===== src/rtl/dptr_pkg.sv =====
package dptr_pkg;
  localparam int unsigned BYTE_W = 8;
  localparam int unsigned PTR_W  = 2 * BYTE_W;
  localparam int unsigned N_PTR  = 2;

  typedef logic [BYTE_W-1:0] byte_t;
  typedef logic [PTR_W-1:0]  ptr_t;

  typedef struct packed {
    logic       dir1;
    logic       dir0;
    logic       tsl;
    logic       aid;
    logic [2:0] rsvd;
    logic       sel;
  } ctl_t;

  typedef struct packed {
    logic movc;
    logic xrd;
    logic xwr;
    logic inc;
    logic load;
  } op_t;

  function automatic ptr_t ptr_step(input ptr_t v, input logic down);
    return down ? (v - ptr_t'(1)) : (v + ptr_t'(1));
  endfunction

  function automatic ctl_t ctl_from_byte(input byte_t b);
    ctl_t c;
    c = ctl_t'(b);
    c.rsvd = '0;
    return c;
  endfunction
endpackage


===== src/rtl/dptr_op_dec.sv =====
module dptr_op_dec
  import dptr_pkg::*;
(
  input  op_t  op,
  input  logic aid,
  output logic step_req,
  output logic load_req,
  output logic any_op
);
  logic data_move;

  always_comb begin
    data_move = op.movc | op.xrd | op.xwr;
    step_req  = op.inc | (aid & data_move);
    load_req  = op.load;
    any_op    = data_move | op.inc | op.load;
  end
endmodule


===== src/rtl/dptr_ctl_reg.sv =====
module dptr_ctl_reg
  import dptr_pkg::*;
(
  input  logic  clk,
  input  logic  rst_n,
  input  logic  wr_en,
  input  byte_t wdata,
  input  logic  any_op,
  output ctl_t  q,
  output logic  tog_fire
);
  ctl_t nxt;

  always_comb begin
    tog_fire = any_op & q.tsl & ~wr_en;
    nxt = q;
    if (wr_en) nxt = ctl_from_byte(wdata);
    else if (tog_fire) nxt.sel = ~q.sel;
  end

  always_ff @(posedge clk) begin
    if (!rst_n) q <= '0;
    else        q <= nxt;
  end
endmodule


===== src/rtl/dptr_reg.sv =====
module dptr_reg
  import dptr_pkg::*;
(
  input  logic  clk,
  input  logic  rst_n,
  input  logic  lo_we,
  input  logic  hi_we,
  input  byte_t wbyte,
  input  logic  load_en,
  input  ptr_t  load_val,
  input  logic  step_en,
  input  logic  step_down,
  output ptr_t  q
);
  ptr_t nxt;

  always_comb begin
    nxt = q;
    if (load_en)      nxt = load_val;
    else if (step_en) nxt = ptr_step(q, step_down);
    if (lo_we) nxt[BYTE_W-1:0]     = wbyte;
    if (hi_we) nxt[PTR_W-1:BYTE_W] = wbyte;
  end

  always_ff @(posedge clk) begin
    if (!rst_n) q <= '0;
    else        q <= nxt;
  end
endmodule


===== src/rtl/dptr_pair_unit.sv =====
module dptr_pair_unit
  import dptr_pkg::*;
#(
  parameter byte_t ADDR_P0_LO = 8'h82,
  parameter byte_t ADDR_P0_HI = 8'h83,
  parameter byte_t ADDR_P1_LO = 8'h84,
  parameter byte_t ADDR_P1_HI = 8'h85,
  parameter byte_t ADDR_CTL   = 8'h86
) (
  input  logic        clk,
  input  logic        rst_n,
  input  logic        sfr_wr,
  input  logic [7:0]  sfr_addr,
  input  logic [7:0]  sfr_wdata,
  output logic [7:0]  sfr_rdata,
  input  logic        op_movc,
  input  logic        op_xrd,
  input  logic        op_xwr,
  input  logic        op_inc,
  input  logic        op_load,
  input  logic [15:0] load_val,
  output logic [15:0] ptr_addr
);
  op_t  op;
  ctl_t ctl_q;
  logic step_req, load_req, any_op, tog_fire;
  logic ctl_wr;
  logic [N_PTR-1:0] lo_we, hi_we, dir_vec, is_active;
  ptr_t ptr_q [N_PTR];
  ptr_t p0_q, p1_q;
  byte_t lo_addr [N_PTR];
  byte_t hi_addr [N_PTR];

  assign op = '{movc: op_movc, xrd: op_xrd, xwr: op_xwr, inc: op_inc, load: op_load};

  assign lo_addr[0] = ADDR_P0_LO;
  assign hi_addr[0] = ADDR_P0_HI;
  assign lo_addr[1] = ADDR_P1_LO;
  assign hi_addr[1] = ADDR_P1_HI;

  assign ctl_wr  = sfr_wr && (sfr_addr == ADDR_CTL);
  assign dir_vec = {ctl_q.dir1, ctl_q.dir0};

  dptr_op_dec u_dec (
    .op       (op),
    .aid      (ctl_q.aid),
    .step_req (step_req),
    .load_req (load_req),
    .any_op   (any_op)
  );

  dptr_ctl_reg u_ctl (
    .clk      (clk),
    .rst_n    (rst_n),
    .wr_en    (ctl_wr),
    .wdata    (sfr_wdata),
    .any_op   (any_op),
    .q        (ctl_q),
    .tog_fire (tog_fire)
  );

  for (genvar i = 0; i < N_PTR; i++) begin : g_ptr
    assign is_active[i] = (ctl_q.sel == 1'(i));
    assign lo_we[i]     = sfr_wr && (sfr_addr == lo_addr[i]);
    assign hi_we[i]     = sfr_wr && (sfr_addr == hi_addr[i]);

    dptr_reg u_reg (
      .clk       (clk),
      .rst_n     (rst_n),
      .lo_we     (lo_we[i]),
      .hi_we     (hi_we[i]),
      .wbyte     (sfr_wdata),
      .load_en   (load_req & is_active[i]),
      .load_val  (load_val),
      .step_en   (step_req & is_active[i]),
      .step_down (dir_vec[i]),
      .q         (ptr_q[i])
    );
  end

  assign p0_q     = ptr_q[0];
  assign p1_q     = ptr_q[1];
  assign ptr_addr = ctl_q.sel ? p1_q : p0_q;

  always_comb begin
    sfr_rdata = '0;
    if (sfr_addr == ADDR_P0_LO) sfr_rdata = p0_q[BYTE_W-1:0];
    if (sfr_addr == ADDR_P0_HI) sfr_rdata = p0_q[PTR_W-1:BYTE_W];
    if (sfr_addr == ADDR_P1_LO) sfr_rdata = p1_q[BYTE_W-1:0];
    if (sfr_addr == ADDR_P1_HI) sfr_rdata = p1_q[PTR_W-1:BYTE_W];
    if (sfr_addr == ADDR_CTL)   sfr_rdata = ctl_q;
  end
endmodule


===== config.mk =====
export PLATFORM = sky130hd
export DESIGN_NAME = dptr_pair_unit
export DESIGN_NICKNAME = d
export VERILOG_FILES = /design/src/rtl/dptr_pkg.sv /design/src/rtl/dptr_op_dec.sv /design/src/rtl/dptr_ctl_reg.sv /design/src/rtl/dptr_reg.sv /design/src/rtl/dptr_pair_unit.sv
export SDC_FILE = /design/constraint.sdc
export NUM_CORES = 1
export LEC_CHECK = 0
export BUFFER_PORTS_ARGS = -buffer_cell sky130_fd_sc_hd__buf_4
export CELL_PAD_IN_SITES_DETAIL_PLACEMENT = 1
export CELL_PAD_IN_SITES_GLOBAL_PLACEMENT = 1
export CORE_MARGIN = 2
export CORE_UTILIZATION = 29
export CTS_BUF_LIST = sky130_fd_sc_hd__clkbuf_16
export CTS_CLUSTER_SIZE = 25
export DETAILED_ROUTE_END_ITERATION = 7
export HOLD_SLACK_MARGIN = 0.1
export PLACE_DENSITY_LB_ADDON = 0.1
export SLEW_MARGIN = 20
export SYNTH_ARGS = -nofsm -noshare
export SYNTH_HDL_FRONTEND = slang
export SYNTH_SLANG_ARGS = --single-unit

===== constraint.sdc =====
create_clock -name clk -period 2.6 [get_ports clk]
set_clock_uncertainty 0.2 [all_clocks]
set_input_delay 0.13 -clock clk [delete_from_list [all_inputs] [get_ports clk]]
set_output_delay 0.13 -clock clk [all_outputs]
set_load 0.01 [all_outputs]

==> impl_metrics.tcl <==
set metrics [dict create \
    maxSlewHeadroom_pct 49.95 \
    rr_endpoint "g_ptr[0].u_reg.q[15]$_SDFFE_PN0P_" \
    ctsRootBufferMaster "clkbuf_16" \
    reg2reg_depth 8 \
    cts_buffers 5 \
    die_h_um 116.9 \
    yosysWarnings 0 \
    arrival_ps 2460 \
    cp-startpoint "sfr_addr[5]" \
    tns_ps 0 \
    status "finished, final reports clean" \
    required_ps 2620 \
    io_pins 64 \
    power_density_mw_per_mm2 327.1 \
    ir_drop_mv 0.2363 \
    cp-start-kind "input pin" \
    yosysSeqAreaShare_pct 20.05 \
    numPortBuffers 63 \
    drv_cap 0 \
    dr.pass1.iters 4 \
    grt_pass1_vias 4248 \
    clk_pin_slew_ps 60 \
    synthArstFlopShare_pct 0 \
    r2r_start "g_ptr[0].u_reg.q[2]$_SDFFE_PN0P_" \
    clk_path_buf_depth 2 \
    fmax_mhz 410.2 \
    gp_congestion 0.8891 \
    end_kind "register" \
    routed_wl_mm 15.86 \
    drive_above_1_share_pct 21.68 \
    synth_top_cell_area_share_pct 20.05 \
    detailed_place_hpwl_mm 12.55 \
    fillers 1561 \
    crit_fanout 11 \
    tritoncts "built" \
    slew_viol_final 0 \
    min_period_ps 2438 \
    initial_core_util_pct 29.51 \
    hold_depth 5 \
    syn-cell-area_mm2 0.003694 \
    grt_usage_pct 23.37 \
    setup_viol 0 \
    cts_num_sinks 37 \
    hold_class "in2reg" \
    layout.cells.non_filler 744 \
    hold_violations 0 \
    row_count 41 \
    timing_worst_setup_path_type "in2reg" \
    synth_area_leaders "dfxtp_1, ha_1, a21oi_1" \
    diodes 0 \
    antenna_left 0 \
    synth-seq-cells 37 \
    via_per_inst 5.673 \
    dp_cells 716 \
    reg2reg_slack_ps 160 \
    synth_cells 479 \
    yosysUniqueCellTypes 59 \
    htree_levels 2 \
    grt_pass1_wl_mm 23.90 \
    vias 4221 \
    grt_max_degree 25 \
    clk_latency_ps 290 \
    antenna_found_initial 0 \
    first_iter_violations 206 \
    die_w_um 116.9 \
    fin_crit_sh_pct 93.77 \
    hold_start "load_val[4]" \
    die-area_mm2 0.01366 \
    syn_nets 549 \
    synth_area_leader_cell "dfxtp_1" \
    syn2layout_area_growth_pct 30.72 \
    power.leakage_nw 1.999 \
    grt_remaining_overflow 0 \
    worstMarginPinSlew_ps 748.0 \
    syn_area_per_cell_um2 7.711 \
    finalPower_mw 1.579 \
    coreArea_mm2 0.01252 \
    avgRoutedWirePerCell_um 21.31 \
    hold-path-endpoint "g_ptr[1].u_reg.q[4]$_SDFFE_PN0P_" \
    rsz0062_at_grt "no" \
    nNetsFinal 641 \
    synth_ff_type "dfxtp_1" \
    drcViolationCount 0 \
    synth-edff-count 0 \
]
## critical path, cell delays in order
cell	delay, ps
buf_4	120
nor4b_4	470
and3b_1	250
nand3_1	360
nand2_1	280
o221ai_1	140
dlygate4sd3_1	580
a31oi_1	130
## synth_stat cells, drive strengths merged (2+ instances only)
| cell | n |
|---|---|
| a211oi | 7 |
| ha | 28 |
| a21o | 8 |
| o21a | 4 |
| dfxtp | 37 |
| o211ai | 13 |
| xnor2 | 21 |
| o21bai | 4 |
| a221o | 11 |
| nand2 | 58 |
| clkbuf | 17 |
| a41oi | 2 |
| nor2 | 41 |
| a21oi | 46 |
| nor3 | 7 |
| nand2b | 2 |
| and3 | 4 |
| a22oi | 15 |
| a311oi | 3 |
| o21ai | 33 |
| nor2b | 2 |
| inv | 5 |
| mux2i | 4 |
| nand4 | 9 |
| fa | 2 |
| and3b | 2 |
| a221oi | 3 |
| nor4 | 2 |
| o31ai | 3 |
| a31oi | 10 |
| nand3b | 2 |
| o22ai | 12 |
| a311o | 3 |
| buf | 6 |
| mux2 | 16 |
| xor2 | 7 |
| nand3 | 11 |
| o221ai | 6 |
## layer usage
metal / vias to the layer above / wire length, µm / track usage, %
li1: 2026 / - / -
met5: - / 0 / 0
met3: 16 / 1068 / 3.553
met4: 0 / 180 / 4.784
met1: 2046 / 7184 / 32.10
met2: 133 / 7423 / 39.04
## timing repair
action | 4_1_cts | 5_1_grt
hold buffers | 20 | 0
setup endpoints to repair | 1 | 4
gates resized for setup | 1 | 5
endpoints found under the hold margin | 33 | 0
setup buffers | 0 | 0
## cell type report
| cell class | count | area (µm²) | area share (%) |
|---|---|---|---|
| Clock inverter | 3 | 12.51 | 0.2591 |
| Timing Repair Buffer | 108 | 860.8 | 17.83 |
| Clock buffer | 5 | 125.1 | 2.591 |
| Tap cell | 172 | 215.2 | 4.457 |
| Multi-Input combinational cell | 414 | 2853 | 59.08 |
| Sequential cell | 37 | 743.2 | 15.39 |
| Inverter | 5 | 18.77 | 0.3887 |
## sequential cells by signal (all words and copies together) (netlist names)
| signal | cells |
|---|---|
| u_ctl.q | 5 |
| g_ptr.u_reg.q | 32 |
## placed cells by master, fill, tap and decap left out, types with 5 or more instances in the layout
| cell | n |
|---|---|
| a21oi_1 | 45 |
| a22oi_1 | 15 |
| clkbuf_16 | 5 |
| inv_1 | 5 |
| o22ai_1 | 12 |
| buf_4 | 88 |
| dfxtp_1 | 35 |
| o221ai_1 | 6 |
| mux2_2 | 16 |
| nor2_1 | 41 |
| o211ai_1 | 12 |
| o21ai_0 | 30 |
| xor2_1 | 7 |
| a211oi_1 | 7 |
| a21o_1 | 8 |
| xnor2_1 | 21 |
| a31oi_1 | 10 |
| ha_1 | 28 |
| a221o_1 | 11 |
| nand4_1 | 8 |
| nand3_1 | 11 |
| nand2_1 | 58 |
| nor3_1 | 5 |
| dlygate4sd3_1 | 20 |
## power breakdown
part / total, mW / switching (mW) / internal (mW)
clock network: 0.607 / 0.260 / 0.348
logic: 0.358 / 0.188 / 0.170
registers: 0.614 / 0.0265 / 0.587
## how the worst max path moves through the flow
| stage | cells past startpoint | slack [ps] | end |
|---|---|---|---|
| floorplan | 7 | 40 | g_ptr[0].u_reg.q[13]$_SDFFE_PN0P_ |
| global placement | 7 | 160 | g_ptr[0].u_reg.q[14]$_SDFFE_PN0P_ |
| detailed placement | 8 | -10 | g_ptr[0].u_reg.q[15]$_SDFFE_PN0P_ |
| CTS | 8 | 90 | g_ptr[0].u_reg.q[15]$_SDFFE_PN0P_ |
| global route | 8 | 10 | g_ptr[0].u_reg.q[15]$_SDFFE_PN0P_ |
| finish | 8 | 160 | g_ptr[1].u_reg.q[7]$_SDFFE_PN0P_ |
## metrics by stage
step / worst slack [ps] / cell area, µm² / utilization, % / hold slack (ps)
after CTS: 87.81 / 4811 / 38.43 / 100.2
after floorplan: 41.77 / 3694 / - / 66.05
after global placement: 156.1 / 4472 / 35.73 / 235.4
after detailed placement: -14.62 / 4472 / 35.73 / 237.8
final: 162.0 / 4828 / 38.57 / 100.2
after global routing: 11.99 / 4828 / 38.57 / 124.6
## cell families after synthesis
| family | after synthesis | share of synthesized area, % |
|---|---|---|
| multiplexers | 20 | 5.962 |
| adder cells (fa/ha/maj) | 30 | 10.57 |
| AND/OR/NAND/NOR | 145 | 18.90 |
| flip-flops | 37 | 20.05 |
| buffers and inverters | 28 | 3.150 |
| XOR/XNOR | 28 | 6.640 |
| AO/OA/AOI/OAI | 191 | 34.72 |
Power figures use the tool's default switching activity.
